$ cat config.mk
export PLATFORM = sky130hd
export DESIGN_NAME = flash_cmd_ctrl
export DESIGN_NICKNAME = d
export VERILOG_FILES = /design/src/rtl/fcu_pkg.sv /design/src/rtl/fcu_opdec.sv /design/src/rtl/fcu_intstat.sv /design/src/rtl/flash_cmd_ctrl.sv
export SDC_FILE = /design/constraint.sdc
export NUM_CORES = 1
export LEC_CHECK = 0
export ABC_AREA = 0
export BUFFER_PORTS_ARGS = -buffer_cell sky130_fd_sc_hd__buf_4
export CORE_MARGIN = 2
export CORE_UTILIZATION = 55
export CTS_CLUSTER_SIZE = 40
export DETAILED_ROUTE_END_ITERATION = 16
export GPL_TIMING_DRIVEN = 0
export PLACE_DENSITY_LB_ADDON = 0.12
export SYNTH_ARGS = -nofsm -noshare
export SYNTH_HDL_FRONTEND = slang
export SYNTH_SLANG_ARGS = --single-unit
$ cat constraint.sdc
create_clock -name clk -period 3.17 [get_ports clk]
set_input_delay 0.634 -clock clk [delete_from_list [all_inputs] [get_ports clk]]
set_output_delay 0.634 -clock clk [all_outputs]
set_load 0.05 [all_outputs]
$ cat src/rtl/fcu_pkg.sv
// Shared constants and types for the flash command unit.
// Assumes 16-bit registers; bit positions are fixed by software.
package fcu_pkg;
    localparam int REG_W = 16;

    // interrupt status bit positions
    localparam int INT_MASTER = 15;
    localparam int INT_LOAD   = 7;
    localparam int INT_PROG   = 6;
    localparam int INT_ERASE  = 5;

    // error field: err[0]=status bit 10 (command), [1]=11 erase, [2]=12 program, [3]=13 load
    localparam int ERR_LSB = 10;
    localparam int ERR_N   = 4;

    localparam logic [REG_W-1:0] INT_COLD    = 16'h8080;
    localparam logic [REG_W-1:0] INT_WARM    = 16'h8010;
    localparam logic [REG_W-1:0] CFG_INIT    = 16'h40C0;
    localparam logic [REG_W-1:0] CFG_RD_MASK = 16'hFFE0;
    localparam int CFG_POL_BIT = 6;
    localparam int CFG_RDY_BIT = 7;

    typedef enum logic [2:0] {
        OPC_NONE, OPC_LOAD, OPC_PROG, OPC_ERASE, OPC_RESET, OPC_BAD
    } op_class_e;
endpackage

$ cat src/rtl/fcu_opdec.sv
// Opcode classifier: maps a full 16-bit command word onto an operation class.
// Purely combinational; every unlisted value is classed as undefined.
module fcu_opdec
    import fcu_pkg::*;
(
    input  logic [REG_W-1:0] cmd,
    output op_class_e        cls
);
    // classify the command word
    always_comb begin
        case (cmd)
            16'h0000, 16'h0013:           cls = OPC_LOAD;
            16'h0080, 16'h001A, 16'h001B: cls = OPC_PROG;
            16'h0094, 16'h0095, 16'h0030: cls = OPC_ERASE;
            16'h00F0, 16'h00F3:           cls = OPC_RESET;
            16'h00B0:                     cls = OPC_NONE;
            default:                      cls = OPC_BAD;
        endcase
    end
endmodule

$ cat src/rtl/fcu_intstat.sv
// Interrupt status word and sticky error bits.
// Assumes a mask write and an event may share a cycle: the mask is applied first, then the event ORs in.
module fcu_intstat
    import fcu_pkg::*;
(
    input  logic             clk,
    input  logic             rst_n,
    input  logic             warm,
    input  logic             mask_we,
    input  logic [REG_W-1:0] mask,
    input  logic             ev_valid,
    input  logic [REG_W-1:0] ev_int,
    input  logic [ERR_N-1:0] ev_err,
    output logic [REG_W-1:0] ints,
    output logic [REG_W-1:0] status
);
    logic [REG_W-1:0] ints_q, ints_nx;
    logic [ERR_N-1:0] err_q, err_nx;

    // next state: acknowledge mask, then new completion and error flags
    always_comb begin
        ints_nx = ints_q;
        err_nx  = err_q;
        if (mask_we) begin
            ints_nx = ints_q & mask;
            if (!ints_nx[INT_MASTER]) err_nx = '0;
        end
        if (ev_valid) begin
            ints_nx = ints_nx | ev_int;
            err_nx  = err_nx | ev_err;
        end
    end

    // state registers with cold and warm reset values
    always_ff @(posedge clk) begin
        if (!rst_n) begin
            ints_q <= INT_COLD;
            err_q  <= '0;
        end else if (warm) begin
            ints_q <= INT_WARM;
            err_q  <= '0;
        end else begin
            ints_q <= ints_nx;
            err_q  <= err_nx;
        end
    end

    assign ints   = ints_q;
    assign status = REG_W'({err_q, ERR_LSB'(0)});


    err_needs_master_chk: assert property (@(posedge clk) disable iff (!rst_n)
        (|err_q) |-> ints_q[INT_MASTER]);

    ack_clears_err_chk: assert property (@(posedge clk) disable iff (!rst_n)
        (mask_we && !warm && !ev_valid && !mask[INT_MASTER]) |=> (err_q == '0));
endmodule

$ cat src/rtl/flash_cmd_ctrl.sv
// Flash command and interrupt status unit (top).
// Holds command and configuration registers, issues one-cycle back-end requests,
// and folds completions into the interrupt and status words. Assumes the back end
// answers each request with exactly one done pulse.
module flash_cmd_ctrl
    import fcu_pkg::*;
#(
    parameter int ADDR_W = 4,
    parameter int CODE_W = 8,
    parameter logic [ADDR_W-1:0] OFS_CMD  = 'h0,
    parameter logic [ADDR_W-1:0] OFS_CFG  = 'h1,
    parameter logic [ADDR_W-1:0] OFS_STAT = 'h2,
    parameter logic [ADDR_W-1:0] OFS_INT  = 'h3
)(
    input  logic              clk,
    input  logic              rst_n,
    input  logic              warm_rst,
    input  logic              reg_we,
    input  logic [ADDR_W-1:0] reg_addr,
    input  logic [REG_W-1:0]  reg_wdata,
    output logic [REG_W-1:0]  reg_rdata,
    output logic              op_req,
    output logic [CODE_W-1:0] op_code,
    input  logic              op_done,
    input  logic              op_err,
    output logic              irq,
    output logic              rdy
);
    logic [REG_W-1:0]  cmd_q, cfg_q, ints, status;
    logic [CODE_W-1:0] code_q;
    logic              rdy_q, req_q, pend_q;
    op_class_e         pend_cls_q, cls;
    logic              cmd_we, cfg_we, int_we, cmd_take, backend, warm_go, bad, done_ok;
    logic [REG_W-1:0]  ev_int;
    logic [ERR_N-1:0]  ev_err;

    fcu_opdec u_dec (.cmd(reg_wdata), .cls(cls));

    // write decode and command acceptance
    always_comb begin
        cmd_we   = reg_we && (reg_addr == OFS_CMD);
        cfg_we   = reg_we && (reg_addr == OFS_CFG);
        int_we   = reg_we && (reg_addr == OFS_INT);
        cmd_take = cmd_we && !ints[INT_MASTER] && !pend_q;
        backend  = (cls == OPC_LOAD) || (cls == OPC_PROG) || (cls == OPC_ERASE);
        warm_go  = warm_rst || (cmd_take && cls == OPC_RESET);
        bad      = cmd_take && (cls == OPC_BAD);
        done_ok  = op_done && pend_q;
    end

    // completion and error event for the status block
    always_comb begin
        ev_int = '0;
        ev_err = '0;
        if (bad) begin
            ev_int[INT_MASTER] = 1'b1;
            ev_err[0]          = 1'b1;
        end
        if (done_ok) begin
            ev_int[INT_MASTER] = 1'b1;
            case (pend_cls_q)
                OPC_LOAD:  ev_int[INT_LOAD]  = 1'b1;
                OPC_PROG:  ev_int[INT_PROG]  = 1'b1;
                OPC_ERASE: ev_int[INT_ERASE] = 1'b1;
                default:   ;
            endcase
            if (op_err) begin
                ev_err[0] = 1'b1;
                case (pend_cls_q)
                    OPC_LOAD:  ev_err[3] = 1'b1;
                    OPC_PROG:  ev_err[2] = 1'b1;
                    OPC_ERASE: ev_err[1] = 1'b1;
                    default:   ;
                endcase
            end
        end
    end

    // command, configuration, ready and request registers
    always_ff @(posedge clk) begin
        if (!rst_n || warm_go) begin
            cmd_q      <= '0;
            cfg_q      <= CFG_INIT;
            rdy_q      <= 1'b1;
            req_q      <= 1'b0;
            pend_q     <= 1'b0;
            code_q     <= '0;
            pend_cls_q <= OPC_NONE;
        end else begin
            req_q <= 1'b0;
            if (cmd_take) begin
                cmd_q <= reg_wdata;
                if (backend) begin
                    req_q      <= 1'b1;
                    code_q     <= reg_wdata[CODE_W-1:0];
                    pend_q     <= 1'b1;
                    pend_cls_q <= cls;
                end
            end
            if (done_ok) pend_q <= 1'b0;
            if (cfg_we) begin
                cfg_q <= reg_wdata;
                rdy_q <= reg_wdata[CFG_RDY_BIT];
            end
        end
    end

    fcu_intstat u_ints (
        .clk(clk), .rst_n(rst_n), .warm(warm_go),
        .mask_we(int_we), .mask(reg_wdata),
        .ev_valid(bad || done_ok), .ev_int(ev_int), .ev_err(ev_err),
        .ints(ints), .status(status)
    );

    // register read mux
    always_comb begin
        if (reg_addr == OFS_CMD)       reg_rdata = cmd_q;
        else if (reg_addr == OFS_CFG)  reg_rdata = cfg_q & CFG_RD_MASK;
        else if (reg_addr == OFS_STAT) reg_rdata = status;
        else if (reg_addr == OFS_INT)  reg_rdata = ints;
        else                           reg_rdata = '0;
    end

    assign irq     = ints[INT_MASTER] ^ ~cfg_q[CFG_POL_BIT];
    assign rdy     = rdy_q;
    assign op_req  = req_q;
    assign op_code = code_q;


    op_req_pulse_chk: assert property (@(posedge clk) disable iff (!rst_n)
        op_req |=> !op_req);

    cmd_block_chk: assert property (@(posedge clk) disable iff (!rst_n)
        (cmd_we && (ints[INT_MASTER] || pend_q) && !warm_rst) |=> ($stable(cmd_q) && !op_req));

    rdy_follow_chk: assert property (@(posedge clk) disable iff (!rst_n)
        (cfg_we && !warm_rst) |=> (rdy == $past(reg_wdata[CFG_RDY_BIT])));

    stray_done_chk: assert property (@(posedge clk) disable iff (!rst_n)
        (op_done && !pend_q && !reg_we && !warm_rst) |=> ($stable(ints) && $stable(status)));
endmodule

After elaboration in Yosys (flattened, before gate mapping)
Cells that the tools add are included.
Word-level totals
  output and inout port bits: 27
  input port bits: 26
  word-level logic and storage cells: 84
  bits in registers: 66
Operators by class
  reduce and logical (&&, ||, !) cells: 26
  equality and inequality tests: 21
  mux-type cells: 20
  bitwise gates (word level): 7
Operator list (number)
  equality test 16 x 8 -> 1 bit (second input constant): 6
  2-to-1 mux 16 bit: 6
  equality test 16 x 5 -> 1 bit (second input constant): 3
  2-to-1 mux 4 bit: 5
  bitwise AND 16 bit: 1
  equality test 16 x 6 -> 1 bit (second input constant): 1
  zero test 16 bit: 1
  OR 16 bit: 1
  case mux 3 bit (5 select lines): 1
  equality test 3 x 2 -> 1 bit (second input constant): 4
  OR reduction 2 bit: 5
  equality test 4 x 2 -> 1 bit (second input constant): 2
  logical AND 1 bit: 8
  2-to-1 mux 8 bit: 1
  equality test 3 x 1 -> 1 bit (second input constant): 2
  equality test 3 bit (second input constant): 2
  2-to-1 mux 1 bit: 6
  OR reduction 3 bit: 2
  logical OR 1 bit: 5
  equality test 4 x 1 -> 1 bit (second input constant): 1
  zero test 4 bit: 1
  OR 4 bit: 1
  zero test 1 bit: 3
  2-to-1 mux 3 bit: 1
  other kinds (3): 5

Depth between registers and ports, before layout
Gate-level depths: netlist of run 1.
  depth in word-level cells: 10
  gate-level depth with buffers: 7
  depth with buffers taken out: 5

Hierarchy
From an unflattened synthesis of run 1, not the netlist that was laid out.
Unflattened totals
  cells, all modules: 365
  area, all modules: 3047.9 µm²
Modules (own cells, without submodules)
  flash_cmd_ctrl: cells an instance 243, seq. area each 800.8 µm², area each 2009.4 µm², instances 1
  fcu_intstat: cells an instance 94, seq. area each 400.4 µm², area each 820.8 µm², instances 1
  fcu_opdec: cells an instance 28, seq. area each 0.0 µm², area each 217.7 µm², instances 1

Worst setup path after synthesis of run 1
OpenSTA, ideal clock, no wires.
  path type: input to output
  start point: input port reg_addr[0]
  end point: output port reg_rdata[14]
  required time: 2.536 ns
  path slack: 0.645 ns
  data arrival time: 1.891 ns
  path buffers: 1
  cell stages on the path: 4
  path through: nor2_1 clkbuf_1 a22oi_1 nor2_1
On the way
  cells in the longest elaborated chain, start to end: 5
  elaborated cells between the ends (all ways): 8
  those cells by class: 3 x eq/ne; 4 x mux; 1 x reduce/logical
RTL lines
  start, declared: RTL line flash_cmd_ctrl.sv:19  | input logic [ADDR_W-1:0] reg_addr,
  equality test 4 x 2 -> 1 bit: RTL line flash_cmd_ctrl.sv:120  | else if (reg_addr == OFS_INT) reg_rdata = ints;
  2-to-1 mux 16 bit: RTL line flash_cmd_ctrl.sv:120
  2-to-1 mux 16 bit: RTL line flash_cmd_ctrl.sv:119  | else if (reg_addr == OFS_STAT) reg_rdata = status;
  2-to-1 mux 16 bit: RTL line flash_cmd_ctrl.sv:118  | else if (reg_addr == OFS_CFG) reg_rdata = cfg_q & CFG_RD_MASK;
  2-to-1 mux 16 bit *: RTL line flash_cmd_ctrl.sv:117  | if (reg_addr == OFS_CMD) reg_rdata = cmd_q;
  end, declared: RTL line flash_cmd_ctrl.sv:21  | output logic [REG_W-1:0] reg_rdata,
Mark *: on every way between the ends. The rest lies on a longest branch, timed or not.

Worst setup path in the final report of run 1
  start point: input port reg_addr[1]
  end point: output port reg_rdata[5]
Same word-level chain as after synthesis.

==> flow_summary.json, run 1 <==
{
  "min-delay-start": "u_ints.ints[14]$_SDFFE_PP0P_",
  "cts_sinks": 60,
  "cp_max_fo": 10,
  "slew_headroom_pct": 39.31,
  "cp_data_arrival_time_ns": 2.10,
  "diodes": 0,
  "critPathMostFrequentCell": "buf_4",
  "netlist_top_cells_count": "dfxtp_1, nor2_1, mux2i_1, nand2_1, o21ai_0",
  "drt_iter0_markers": 172,
  "syn_inst": 302,
  "combPwrFrac_pct": 8.2,
  "synthDistinctLibCells": 44,
  "cts_inserted_buffers": 9,
  "postCtsSetupRepairBufs": 0,
  "clock_latency_ns": 0.34,
  "holdBufCountCts": 0,
  "start_util_pct": 58.12,
  "p_seq_share_pct": 49.4,
  "syn_to_final_growth_pct": 22.45,
  "port_buffers": 47,
  "required_ns": 2.54,
  "rr_worst_depth": 5,
  "max_slew.worst_pin.slew_ns": 0.9103,
  "r2r_start": "pend_q$_SDFFE_PP0P_",
  "p_int_mw": 1.169,
  "cts_root_buf": "clkbuf_8",
  "synth_most_common_cell": "dfxtp_1",
  "ys_top_cells_by_area": "dfxtp_1, mux2i_1, nor2_1",
  "synth_ff_type": "dfxtp_1",
  "critPathBufInv": 3,
  "die-area_um2": 5642,
  "cp.depth": 6,
  "gp_congestion": 0.8176,
  "finClkSkew_ns": 0.005003,
  "rrSetupSlack_ns": 1.08,
  "cts_resized": 0,
  "yosysSeqAreaShare_pct": 43.18,
  "track_usage_pct": 27.89,
  "ys_async_sr_fraction_pct": 0,
  "end_kind": "output pin",
  "cp_top_family": "buffers and inverters",
  "swShare_pct": 23.77,
  "vias": 2444,
  "crit_slowest_cell": "clkbuf_1",
  "clk_path_buf_depth": 2,
  "core_area_um2": 4786,
  "path_class": "in -> out",
  "drt_pre_antenna_iters": 4,
  "via_per_inst": 5.671,
  "synth_top_area_share_pct": 43.18,
  "ant_nets": 0,
  "period_needed_ns": 2.738,
  "rsz0062_at_grt": "no",
  "fmax_ghz": 0.3652,
  "die_w_um": 75.12,
  "leakagePower_nw": 1.454,
  "synth_nets": 328,
  "cts_tree": "yes",
  "pin_count": 53,
  "critPathLaunchType": "input pin",
  "clkPwrFrac_pct": 42.4,
  "cp-startpoint": "reg_addr[1]",
  "setup_tns_ns": 0,
  "drive_above_1_share_pct": 24.18,
  "ir_drop_mv": 0.3198,
  "power_mw": 1.533,
  "die_y_um": 75.12,
  "rows": 25,
  "grt_pass1_wl_mm": 11.36,
  "cap_violations": 0,
  "grt_start_max_net_pins": 11,
  "powerDensity_nw_per_um2": 450.2,
  "holdPathStages": 2,
  "ys_ff_latch": 60,
  "hold_class": "reg -> reg",
  "max_stage_delay_ns": 0.48,
  "p_switching_uw": 364.4,
  "finalSetupViolCount": 0,
  "grt_pass1_vias": 2281,
  "antenna_found_initial": 0,
  "grt_overflow": 0,
  "clkTransAtPathRegs_ns": 0.06,
  "status": "complete, no violations",
  "totalWireLength_mm": 7.081,
  "finalCritPeriodShare_pct": 86.38,
  "yosys.area.top_type": "dfxtp_1",
  "wl_per_cell_um": 16.43,
  "crit_chain": "buf_4 -> clkbuf_1 -> mux2_2 -> a22oi_1 -> nor2_1 -> buf_4",
  "synth_area_um2": 2781,
  "hold_violations": 0,
  "layout.nets": 386,
  "slew_violations": 0,
  "synth_enable_flop_cells": 0,
  "ys.warnings.count": 0,
  "htreeDepth": 3,
  "synth.avg_cell_area_um2": 9.210,
  "hpwl_mm": 5.038,
  "drcViolationCount": 0
}
-- per-stage QoR --
| step | instance area [um2] | util [%] | setup WS (ns) | std cells | hold WS (ns) |
|---|---|---|---|---|---|
| after floorplan | 2781 | - | 0.6445 | 302 | 0.4247 |
| after global placement | 3218 | 67.24 | 0.3829 | 416 | 0.4332 |
| after detailed placement | 3218 | 67.24 | 0.3390 | 416 | 0.4414 |
| after CTS | 3406 | 71.16 | 0.4542 | 431 | 0.4497 |
| after global routing | 3406 | 71.16 | 0.3276 | 431 | 0.4829 |
| final | 3406 | 71.16 | 0.4316 | 431 | 0.4479 |
-- worst reg2reg max path: stages (launching register included) --
cell and delay, ns:
dfxtp_1 0.35, nor2_1 0.12, nand4_1 0.26, nand2b_1 0.31, a21oi_1 0.73, mux2i_1 0.26
-- power groups by stage --
stage	combinational, mW	clock [mW]	sequential (mW)
3_3_place_gp	0.124	0	0.774
4_1_cts	0.126	0.653	0.758
2_1_floorplan	0.0689	0	0.774
5_1_grt	0.137	0.682	0.758
3_5_place_dp	0.125	0	0.774
6_report	0.126	0.649	0.758
-- state kept, by name, indices dropped and copies added (netlist names), named ones only --
name	count
cmd_q	16
u_ints.ints	12
cfg_q	11
op_code	8
u_ints.err_q	4
pend_cls_q	3
op_req	1
pend_q	1
-- metal layers --
layer | wire (um) | track usage (%) | vias up
li1 | - | - | 1187
met1 | 3242 | 37.89 | 1151
met2 | 3202 | 43.27 | 92
met3 | 479 | 5.221 | 14
met4 | 156 | 12.50 | 0
met5 | 0 | 0 | -
-- final timing paths --
| path | end |
|---|---|
| worst max-delay path | reg_rdata[5] |
| worst min-delay path | u_ints.ints[14]$_SDFFE_PP0P_ |
| worst min register to register | u_ints.ints[14]$_SDFFE_PP0P_ |
| worst max register to register | op_code[2]$_SDFFE_PP0P_ |
-- logic make-up after synthesis --
family,after synthesis,share of synthesized area (%)
simple gates,118,19.84
compound gates,56,14.08
buf+inv,22,4.273
mux,45,18.31
flops,60,43.18
xor+xnor,1,0.3149
-- cell usage in the layout (no fill, tap or decap), types with 3 or more instances in the layout --
| master | instances |
|---|---|
| dfxtp_1 | 60 |
| nor2_1 | 59 |
| buf_4 | 47 |
| mux2i_1 | 34 |
| nand2_1 | 23 |
| o21ai_0 | 19 |
| clkbuf_8 | 13 |
| clkbuf_1 | 12 |
| a22oi_1 | 12 |
| mux2_2 | 7 |
| and2_1 | 7 |
| a21oi_1 | 7 |
| buf_2 | 5 |
| mux4_2 | 4 |
| buf_6 | 4 |
| nand3_1 | 4 |
| nand4_1 | 3 |
| or4_1 | 3 |
| nand4b_1 | 3 |
| and3_1 | 3 |
-- final cells by class --
type / count / area (um2)
tap: 67 / 83.83
multi-input combinational: 220 / 1461
buffer: 21 / 115.1
fill: 384 / 1380
timing repair buffer: 47 / 352.8
sequential: 60 / 1201
inverter: 1 / 3.754
clock inverter: 1 / 5.005
clock buffer: 14 / 182.7
Note: power is estimated with default switching activity, not from simulation.
==> run 2: changes to the inputs <==
--- a/config.mk
+++ b/config.mk
@@ -7,8 +7,10 @@
 export LEC_CHECK = 0
 export ABC_AREA = 0
 export BUFFER_PORTS_ARGS = -buffer_cell sky130_fd_sc_hd__buf_4
+export CELL_PAD_IN_SITES_DETAIL_PLACEMENT = 0
+export CELL_PAD_IN_SITES_GLOBAL_PLACEMENT = 2
 export CORE_MARGIN = 2
-export CORE_UTILIZATION = 55
+export CORE_UTILIZATION = 33
 export CTS_CLUSTER_SIZE = 40
 export DETAILED_ROUTE_END_ITERATION = 16
 export GPL_TIMING_DRIVEN = 0
==> run 2 against run 1 <==
  * Maximum frequency up 0.53%
  * Hold slack better by 0.0028 ns
  * Largest cell class unchanged
  * Register-to-register slack about the same
  * Non-clock buffer count stayed put
  * Utilization decreased by 28 points
  * Critical path depth did not move
  * Setup slack better by 0.014 ns
  * Wire length rose by 15%
  * Critical endpoint unchanged
  * Design area increased by 2.8%
  * Combinational power barely moved
==> flow_summary.json, run 2 (synthesis gave the netlist of run 1 again) <==
{
  "status": "complete, no violations",
  "start_util_pct": 34.02,
  "slew_headroom_pct": 38.96,
  "hold_violations": 0,
  "hpwl_mm": 5.742,
  "finalCritPeriodShare_pct": 85.93,
  "drt-met1-wl_mm": 3.822,
  "cts_inserted_buffers": 9,
  "period_needed_ns": 2.724,
  "rrSetupSlack_ns": 1.09,
  "clock_latency_ns": 0.33,
  "max_stage_delay_ns": 0.48,
  "pin_count": 53,
  "r2r_end": "op_code[0]$_SDFFE_PP0P_",
  "postCtsSetupRepairBufs": 0,
  "ant_nets": 0,
  "cp-startpoint": "reg_addr[1]",
  "cts_sinks": 60,
  "port_buffers": 47,
  "layout.nets": 386,
  "setup_slack_ns": 0.4460,
  "grt_pass1_vias": 2357,
  "antenna_found_initial": 0,
  "drive_above_1_share_pct": 24.38,
  "rsz0062_at_grt": "no",
  "drt_pre_antenna_iters": 4,
  "die-area_um2": 9179,
  "cp_max_fo": 10,
  "finClkSkew_ns": 0.007880,
  "critPathLaunchType": "input pin",
  "holdBufCountCts": 0,
  "cts_root_buf": "clkbuf_8",
  "post_layout_nonfiller_instances": 470,
  "crit_slowest_cell": "clkbuf_1",
  "grt_overflow": 0,
  "htreeDepth": 3,
  "final_cell_mix": "dfxtp_1, nor2_1, buf_4, mux2i_1, nand2_1",
  "dp_cells": 454,
  "die_w_um": 95.81,
  "hold-worst-slack_ns": 0.4507,
  "required_ns": 2.54,
  "finalSetupViolCount": 0,
  "grt_pass1_wl_mm": 12.90,
  "pre_cts_slack_ns": 0.1508,
  "max_slew.worst_pin.slew_ns": 0.9156,
  "totalWireLength_mm": 8.122,
  "cp_data_arrival_time_ns": 2.09,
  "drt_iter0_markers": 79,
  "top_layer": "met4",
  "core_area_um2": 8175,
  "wl_per_cell_um": 17.28,
  "crit_end": "reg_rdata[5]",
  "leakagePower_nw": 1.472,
  "fmax_ghz": 0.3671,
  "rows": 33,
  "path_class": "in -> out",
  "vias": 2398,
  "mostFrequentLayoutCell": "dfxtp_1",
  "rr_worst_depth": 5,
  "slew_violations": 0,
  "regMostFlops": "cmd_q",
  "grt_start_max_net_pins": 11,
  "hold_class": "reg -> reg",
  "r2r_start": "u_ints.ints[15]$_SDFF_PP1_",
  "track_usage_pct": 19.21,
  "met3_length_um": 346,
  "setup_tns_ns": 0,
  "largest_reg_flops": 16,
  "clkTransAtPathRegs_ns": 0.07,
  "powerDensity_nw_per_um2": 486.1,
  "cts_resized": 0,
  "ir_drop_mv": 0.2727,
  "die_y_um": 95.81,
  "cap_violations": 0,
  "diodes": 0,
  "critPathMostFrequentCell": "buf_4",
  "via_per_inst": 5.102,
  "drcViolationCount": 0,
  "final_area_um2": 3502,
  "cts_tree": "yes",
  "clk_path_buf_depth": 2,
  "dpl-instance-area_um2": 3266,
  "end_kind": "output pin",
  "met2_length_mm": 3.851,
  "syn_to_final_growth_pct": 25.91,
  "crit_chain": "buf_4 -> clkbuf_1 -> mux2_2 -> a22oi_1 -> nor2_1 -> buf_4",
  "gp_congestion": 0.7631
}
-- run 2: power breakdown --
group          internal (mW)  total (mW)  switching [mW]  leakage, nW
Sequential             0.756       0.758         0.00190        0.484
Combinational         0.0483       0.129          0.0802        0.872
Clock                  0.508       0.816           0.308        0.116
Total                   1.31        1.70           0.390         1.47
-- run 2: worst min path at each step --
| stage | from | endpoint | slack, ns | cells after the start |
|---|---|---|---|---|
| floorplan | u_ints.ints[14]$_SDFFE_PP0P_ | u_ints.ints[14]$_SDFFE_PP0P_ | 0.42 | 2 |
| global placement | u_ints.ints[8]$_SDFFE_PP0P_ | u_ints.ints[8]$_SDFFE_PP0P_ | 0.43 | 2 |
| detailed placement | u_ints.ints[11]$_SDFFE_PP0P_ | u_ints.ints[11]$_SDFFE_PP0P_ | 0.44 | 2 |
| CTS | u_ints.ints[11]$_SDFFE_PP0P_ | u_ints.ints[11]$_SDFFE_PP0P_ | 0.45 | 2 |
| global route | rst_n | u_ints.ints[7]$_SDFF_PN1_ | 0.48 | 2 |
| finish | u_ints.ints[10]$_SDFFE_PP0P_ | u_ints.ints[10]$_SDFFE_PP0P_ | 0.45 | 2 |
-- run 2: cell type report --
class | instances | area (um2)
Timing Repair Buffer | 47 | 352.8
Multi-Input combinational cell | 220 | 1461
Sequential cell | 60 | 1201
Clock buffer | 13 | 168.9
Tap cell | 105 | 131.4
Inverter | 1 | 3.754
Clock inverter | 3 | 67.56
Fill cell | 868 | 4673
Buffer | 21 | 115.1
-- run 2: worst max-delay path, delay by kind of cell --
| family | cells | cell delay (ns) |
|---|---|---|
| muxes | 1 | 0.40 |
| buffers and inverters | 3 | 0.80 |
| AOI/OAI and AO/OA | 1 | 0.18 |
| and+or+nand+nor | 1 | 0.07 |
-- run 2: per-layer routing --
metal | vias to the layer above | track usage (%)
li1 | 1191 | -
met1 | 1145 | 25.35
met2 | 53 | 31.47
met3 | 9 | 3.367
met4 | 0 | 6.905
met5 | - | 0
-- run 2: per-stage QoR --
| stage | total power [mW] | utilization (%) |
|---|---|---|
| 6_report | 1.702 | 42.84 |
| 5_1_grt | 1.769 | 42.84 |
| 4_1_cts | 1.720 | 42.84 |
| 3_5_place_dp | 0.9058 | 39.94 |
| 3_3_place_gp | 0.9061 | 39.94 |
| 2_1_floorplan | 0.8432 | - |
